<file path="src/rtl/dma2d_pkg.sv">
package dma2d_pkg;
  localparam int SEL_W = 3;

  typedef enum logic [SEL_W-1:0] {
    REG_BASE = 3'd0,
    REG_ICNT = 3'd1,
    REG_ISTR = 3'd2,
    REG_OCNT = 3'd3,
    REG_OSTR = 3'd4,
    REG_CTRL = 3'd5
  } reg_sel_e;

  typedef struct packed {
    logic [1:0] esize;
    logic       irq_row;
    logic       autobuf;
    logic       two_d;
  } mode_t;

  // element size code -> shift amount; code 3 aliases 4 bytes
  function automatic logic [1:0] esize_shift(logic [1:0] code);
    return (code == 2'd3) ? 2'd2 : code;
  endfunction
endpackage

</file>
<file path="src/rtl/dma2d_cfg_regs.sv">
module dma2d_cfg_regs
  import dma2d_pkg::*;
#(
  parameter int AW = 32,
  parameter int CW = 16,
  parameter int DW = 32
) (
  input  logic             clk_i,
  input  logic             rst_ni,
  input  logic             we_i,
  input  logic [SEL_W-1:0] sel_i,
  input  logic [DW-1:0]    wdata_i,
  output logic [AW-1:0]    base_o,
  output logic [CW-1:0]    icnt_o,
  output logic [CW-1:0]    istr_o,
  output logic [CW-1:0]    ocnt_o,
  output logic [CW-1:0]    ostr_o,
  output mode_t            mode_o,
  output logic             start_o,
  output logic             stop_o
);
  logic ctrl_wr;

  assign ctrl_wr = we_i && (sel_i == REG_CTRL);
  assign start_o = ctrl_wr && wdata_i[0];
  assign stop_o  = ctrl_wr && !wdata_i[0];

  // mode is taken from the control write itself and latched by the walker
  assign mode_o = '{esize:   wdata_i[5:4],
                    irq_row: wdata_i[3],
                    autobuf: wdata_i[2],
                    two_d:   wdata_i[1]};

  always_ff @(posedge clk_i or negedge rst_ni) begin
    if (!rst_ni) begin
      base_o <= '0;
      icnt_o <= '0;
      istr_o <= '0;
      ocnt_o <= '0;
      ostr_o <= '0;
    end else if (we_i) begin
      case (sel_i)
        REG_BASE: base_o <= wdata_i[AW-1:0];
        REG_ICNT: icnt_o <= wdata_i[CW-1:0];
        REG_ISTR: istr_o <= wdata_i[CW-1:0];
        REG_OCNT: ocnt_o <= wdata_i[CW-1:0];
        REG_OSTR: ostr_o <= wdata_i[CW-1:0];
        default: ;
      endcase
    end
  end
endmodule

</file>
<file path="src/rtl/dma2d_walk.sv">
module dma2d_walk
  import dma2d_pkg::*;
#(
  parameter int CW = 16
) (
  input  logic          clk_i,
  input  logic          rst_ni,
  input  logic          start_i,
  input  logic          stop_i,
  input  logic          fire_i,
  input  logic [CW-1:0] icnt_i,
  input  logic [CW-1:0] ocnt_i,
  input  mode_t         mode_i,
  output logic          run_o,
  output mode_t         mode_o,
  output logic          row_end_o,
  output logic          frame_end_o
);
  localparam logic [CW-1:0] ONE = CW'(1);

  logic [CW-1:0] ilim_q, olim_q, ix_q, iy_q;
  mode_t         mode_q;
  logic          run_q;

  // last index = count - 1; a zero count wraps to all ones (65536 elements)
  assign row_end_o   = (ix_q == ilim_q);
  assign frame_end_o = row_end_o && (iy_q == olim_q);
  assign run_o       = run_q;
  assign mode_o      = mode_q;

  always_ff @(posedge clk_i or negedge rst_ni) begin
    if (!rst_ni) begin
      run_q  <= 1'b0;
      mode_q <= '0;
      ilim_q <= '0;
      olim_q <= '0;
      ix_q   <= '0;
      iy_q   <= '0;
    end else if (start_i) begin
      run_q  <= 1'b1;
      mode_q <= mode_i;
      ilim_q <= icnt_i - ONE;
      olim_q <= mode_i.two_d ? (ocnt_i - ONE) : '0;
      ix_q   <= '0;
      iy_q   <= '0;
    end else if (stop_i) begin
      run_q <= 1'b0;
    end else if (fire_i && run_q) begin
      if (row_end_o) begin
        ix_q <= '0;
        if (frame_end_o) begin
          iy_q <= '0;
          if (!mode_q.autobuf) run_q <= 1'b0;
        end else begin
          iy_q <= iy_q + ONE;
        end
      end else begin
        ix_q <= ix_q + ONE;
      end
    end
  end
endmodule

</file>
<file path="src/rtl/dma2d_addr_dp.sv">
module dma2d_addr_dp #(
  parameter int AW = 32,
  parameter int CW = 16
) (
  input  logic          clk_i,
  input  logic          rst_ni,
  input  logic          start_i,
  input  logic          fire_i,
  input  logic          row_end_i,
  input  logic          frame_end_i,
  input  logic [AW-1:0] base_i,
  input  logic [CW-1:0] istr_i,
  input  logic [CW-1:0] ostr_i,
  input  logic [1:0]    shamt_i,
  output logic [AW-1:0] addr_o
);
  localparam int XW = AW - CW;

  logic [AW-1:0] base_q, istep_q, ostep_q, addr_q;

  function automatic logic [AW-1:0] scale(logic [CW-1:0] s, logic [1:0] sh);
    logic [AW-1:0] ext;
    ext = {{XW{s[CW-1]}}, s};
    return ext << sh;
  endfunction

  assign addr_o = addr_q;

  // steps are scaled once at start so the per-element path is a single add
  always_ff @(posedge clk_i or negedge rst_ni) begin
    if (!rst_ni) begin
      base_q  <= '0;
      istep_q <= '0;
      ostep_q <= '0;
      addr_q  <= '0;
    end else if (start_i) begin
      base_q  <= base_i;
      istep_q <= scale(istr_i, shamt_i);
      ostep_q <= scale(ostr_i, shamt_i);
      addr_q  <= base_i;
    end else if (fire_i) begin
      if (frame_end_i)    addr_q <= base_q;
      else if (row_end_i) addr_q <= addr_q + ostep_q;
      else                addr_q <= addr_q + istep_q;
    end
  end
endmodule

</file>
<file path="src/rtl/dma2d_addr_gen.sv">
module dma2d_addr_gen
  import dma2d_pkg::*;
#(
  parameter int AW = 32,
  parameter int CW = 16,
  parameter int DW = 32
) (
  input  logic             clk_i,
  input  logic             rst_ni,
  input  logic             cfg_we_i,
  input  logic [SEL_W-1:0] cfg_sel_i,
  input  logic [DW-1:0]    cfg_wdata_i,
  output logic [AW-1:0]    addr_o,
  output logic             valid_o,
  input  logic             ready_i,
  output logic             busy_o,
  output logic             row_done_o,
  output logic             frame_done_o,
  output logic             irq_o
);
  logic [AW-1:0] base_w;
  logic [CW-1:0] icnt_w, istr_w, ocnt_w, ostr_w;
  mode_t         wr_mode, run_mode;
  logic          start_w, stop_w, run_w, row_end_w, frame_end_w, fire_w;
  logic          run_ab, row_q, frame_q, irq_q;

  dma2d_cfg_regs #(.AW(AW), .CW(CW), .DW(DW)) u_regs (
    .clk_i   (clk_i),
    .rst_ni  (rst_ni),
    .we_i    (cfg_we_i),
    .sel_i   (cfg_sel_i),
    .wdata_i (cfg_wdata_i),
    .base_o  (base_w),
    .icnt_o  (icnt_w),
    .istr_o  (istr_w),
    .ocnt_o  (ocnt_w),
    .ostr_o  (ostr_w),
    .mode_o  (wr_mode),
    .start_o (start_w),
    .stop_o  (stop_w)
  );

  dma2d_walk #(.CW(CW)) u_walk (
    .clk_i       (clk_i),
    .rst_ni      (rst_ni),
    .start_i     (start_w),
    .stop_i      (stop_w),
    .fire_i      (fire_w),
    .icnt_i      (icnt_w),
    .ocnt_i      (ocnt_w),
    .mode_i      (wr_mode),
    .run_o       (run_w),
    .mode_o      (run_mode),
    .row_end_o   (row_end_w),
    .frame_end_o (frame_end_w)
  );

  dma2d_addr_dp #(.AW(AW), .CW(CW)) u_dp (
    .clk_i       (clk_i),
    .rst_ni      (rst_ni),
    .start_i     (start_w),
    .fire_i      (fire_w),
    .row_end_i   (row_end_w),
    .frame_end_i (frame_end_w),
    .base_i      (base_w),
    .istr_i      (istr_w),
    .ostr_i      (ostr_w),
    .shamt_i     (esize_shift(wr_mode.esize)),
    .addr_o      (addr_o)
  );

  assign fire_w = run_w && ready_i;
  assign run_ab = run_mode.autobuf;

  always_ff @(posedge clk_i or negedge rst_ni) begin
    if (!rst_ni) begin
      row_q   <= 1'b0;
      frame_q <= 1'b0;
      irq_q   <= 1'b0;
    end else begin
      row_q   <= fire_w && row_end_w;
      frame_q <= fire_w && frame_end_w;
      irq_q   <= fire_w && ((run_ab && run_mode.irq_row) ? row_end_w : frame_end_w);
    end
  end

  assign valid_o      = run_w;
  assign busy_o       = run_w;
  assign row_done_o   = row_q;
  assign frame_done_o = frame_q;
  assign irq_o        = irq_q;
endmodule

</file>
<file path="config.mk">
export PLATFORM = sky130hd
export DESIGN_NAME = dma2d_addr_gen
export DESIGN_NICKNAME = d
export VERILOG_FILES = /design/src/rtl/dma2d_pkg.sv /design/src/rtl/dma2d_cfg_regs.sv /design/src/rtl/dma2d_walk.sv /design/src/rtl/dma2d_addr_dp.sv /design/src/rtl/dma2d_addr_gen.sv
export SDC_FILE = /design/constraint.sdc
export NUM_CORES = 1
export LEC_CHECK = 0
export ABC_AREA = 1
export BUFFER_PORTS_ARGS = -buffer_cell sky130_fd_sc_hd__buf_4
export CAP_MARGIN = 10
export CORE_UTILIZATION = 55
export CTS_BUF_LIST = sky130_fd_sc_hd__clkbuf_16
export CTS_CLUSTER_DIAMETER = 30
export CTS_CLUSTER_SIZE = 10
export DETAILED_ROUTE_END_ITERATION = 16
export PLACE_DENSITY = 0.83
export SETUP_SLACK_MARGIN = 0.3
export SYNTH_ARGS = -nofsm -noshare
export SYNTH_HDL_FRONTEND = slang
export SYNTH_SLANG_ARGS = --single-unit
</file>
<file path="constraint.sdc">
create_clock -name clk_i -period 3.77 [get_ports clk_i]
set_input_delay 0 -clock clk_i [delete_from_list [all_inputs] [get_ports clk_i]]
set_output_delay 0 -clock clk_i [all_outputs]
set_load 0.02 [all_outputs]
</file>
==> flow_metrics.tcl <==
set metrics [dict create \
    period_share_pct 90.9 \
    grt_pass1_vias 13800 \
    cts_max_level 2 \
    firstDrtPassIters 5 \
    clockRootBuffer "clkbuf_16" \
    post_synth.cell_area_avg_um2 7.52 \
    cts_tree "built" \
    maxSlewViolCount 0 \
    synthCells 1936 \
    crit_type "flip-flop to flip-flop" \
    viasPerCell 5.73 \
    violations "hold timing" \
    antenna_found_initial 3 \
    ir_worst_vdd_v 0.000604 \
    io_buffers 75 \
    antenna_left 0 \
    min_path_type "primary input to async pin" \
    synthTopCellsByCount "nand2_1, dfrtp_1, o21ai_0, inv_1, nor2_1" \
    cts_buffers 58 \
    syn2layout_area_growth_pct 23.4 \
    fin_worst_skew_ns 0.0530 \
    cp-startpoint "u_walk.ix_q[9]$_DFFE_PN0P_" \
    wire_per_inst_um 17.7 \
    grt_first_pass_wirelength_um 69600 \
    whs_ns -0.0101 \
    powerDensity_nw_per_um2 758 \
    clk_latency_ns 0.59 \
    ys_seq_area_share_pct 46.1 \
    outcome "complete, but fails checks" \
    ys_async_sr_fraction_pct 100 \
    worstReg2RegStart "u_walk.ix_q[9]$_DFFE_PN0P_" \
    synth_edf_count 0 \
    ys_warn_count 0 \
    core_area_um2 26000 \
    initial_core_util_pct 56.0 \
    start_kind "flip-flop" \
    synth_cell_type_count 46 \
    synth_nets 2011 \
    fillers 2013 \
    hold_viol_final 3 \
    p_leak_uw 0.00897 \
    regArea_um2 6710 \
    ios 76 \
    dp_hpwl_um 27700 \
    synth_flop_cell "dfrtp_1" \
    cp_max_fo 7 \
    drtIter0Drc 1437 \
    die_w_um 165 \
    multi_input_area_um2 6800 \
    drive_above_1_share_pct 12.4 \
    die_y_um 165 \
    drc_errors 0 \
    end_kind "flip-flop" \
    vias 14000 \
    fin_tns_setup_ns 0 \
    fp.dieArea_um2 27100 \
    wl_um 43200 \
    period_needed_ns 3.43 \
    power_uw 13600 \
    fin_area_um2 18000 \
    grt.total_usage_pct 32.8 \
    rows 59 \
    max_cap_violations 0 \
    syn_area_um2 14600 \
    netlist_top_cells_area "dfrtp_1, nand2_1, o21ai_0" \
    cts.sinks 268 \
    slew-limit-headroom_pct 22.2 \
    grt_max_degree 103 \
    reg2reg_depth 20 \
    synth.most_common_cell "nand2_1" \
    setup_violations 0 \
    cts.clk_slew.worst_paths_ns 0.05 \
    synth_top_cell_area_share_pct 46.1 \
    yosys.area.top_type "dfrtp_1" \
    worstMarginPinSlew_ns 1.16 \
    cp.arrival_ns 3.86 \
    fin_util_pct 69.1 \
    cts_buffer_depth 3 \
    gp_congestion 0.924 \
    synth_seq_cells 268 \
    clock.fmax_mhz 292 \
    rsz0062_at_grt "true" \
    final_nets 2132 \
    placed_cell_area_um2 15400 \
    worstPathRequired_ns 4.20 \
    overflow 0 \
]
-- path summary, 6_finish.rpt --
path                                                to  slack, ns
max                        u_dp.addr_o[26]$_DFFE_PN0P_       0.34
min                         u_dp.addr_o[4]$_DFFE_PN0P_      -0.01
max reg2reg                u_dp.addr_o[26]$_DFFE_PN0P_       0.34
min reg2reg                u_dp.base_q[31]$_DFFE_PN0P_       0.47
max in group asynchronous  u_dp.addr_o[14]$_DFFE_PN0P_       2.65
min in group clk_i            u_walk.run_o$_DFFE_PN0P_       0.05
-- state kept, by name (all words and copies together) (netlist names), 2 cells and up --
register and flops:
u_regs.ocnt_o 16, u_dp.istep_q 19, u_dp.ostep_q 19, u_regs.base_o 32
u_regs.ostr_o 16, u_walk.mode_o 2, u_walk.olim_q 16, u_walk.ilim_q 16
u_regs.icnt_o 16, u_regs.istr_o 16, u_dp.base_q 32, u_dp.addr_o 32
u_walk.ix_q 16, u_walk.iy_q 16
-- power breakdown --
group	switching, uW	internal [uW]	leakage [uW]	total (uW)
Combinational	2550	1560	0.00458	4110
Sequential	610	3570	0.00339	4180
Clock	1740	3590	0.00100	5330
Total	4910	8710	0.00897	13600
-- area by class of cell --
type / count / area share [%]
repair buffers: 132 / 6.21
inverters: 220 / 4.60
clock buffers: 58 / 8.08
diodes: 1 / 0.0139
well taps: 335 / 2.33
multi-input cells: 1377 / 37.8
flip-flops and latches: 268 / 37.4
clock inverters: 49 / 3.57
-- cell usage in the layout (no fill, tap or decap), types with 6 or more instances in the layout --
master	n
nand2_1	602
dfrtp_1	267
o21ai_0	240
inv_1	213
nor2_1	146
buf_4	93
nand3_1	66
a21oi_1	65
clkbuf_16	58
dlygate4sd3_1	35
ha_1	33
nor3_1	30
xor2_1	27
o22ai_1	19
nand4_1	17
mux2_2	16
xnor2_1	14
o21ai_1	13
bufinv_16	11
a31oi_1	10
inv_2	9
clkinv_4	9
nand2_2	8
o21bai_1	8
a211oi_1	8
clkinvlp_4	8
a21oi_2	7
inv_6	7
clkinv_1	6
nor2_2	6
nor4_1	6
-- metrics by stage --
stage | cells | worst slack (ns)
after detailed placement | 2288 | 0.321
after global routing | 2439 | 0.205
after global placement | 2288 | 0.403
after floorplan | 1936 | 0.604
after CTS | 2430 | 0.349
final | 2440 | 0.342
-- kinds of logic after synthesis --
family                   Yosys count  share of synthesized area, %
AND/OR/NAND/NOR                  891                          24.7
adder cells (fa/ha/maj)           36                          3.15
multiplexers                      17                          1.31
buffers and inverters            292                          7.86
XOR/XNOR                          41                          2.47
flip-flops                       268                          46.1
AO/OA/AOI/OAI                    391                          14.5
-- per-layer routing --
metal	track usage (%)	share of wire [%]	vias up
li1	-	-	6513
met3	7.13	7.5	123
met2	53.7	48	624
met5	0	0	-
met1	41.9	41	6732
met4	14.1	3.4	0
-- what timing repair did --
action / 4_1_cts / 5_1_grt
gates resized for setup: 1 / 37
hold buffers: 35 / 0
endpoints found under the setup margin: 7 / 23
endpoints found under the hold margin: 281 / 0
setup buffers: 0 / 8
cloned: 0 / 1
pin swaps: 0 / 8
-- critical path: stages (launching register included) --
cell and delay, ns:
dfrtp_1 0.44, inv_1 0.07, nand2_1 0.06, nand2_1 0.05, nor2_1 0.09, nand2_1 0.10
nor2_4 0.18, nand2_4 0.13, buf_4 0.20, buf_4 0.13, nand2_1 0.04, o21ai_1 0.13
ha_1 0.40, nand2_1 0.16, o21ai_0 0.34, a21oi_1 0.19, o21a_1 0.22, nand3_1 0.08
nand3_1 0.11, nand2_1 0.08, nand2_1 0.05
Power figures use the tool's default switching activity.
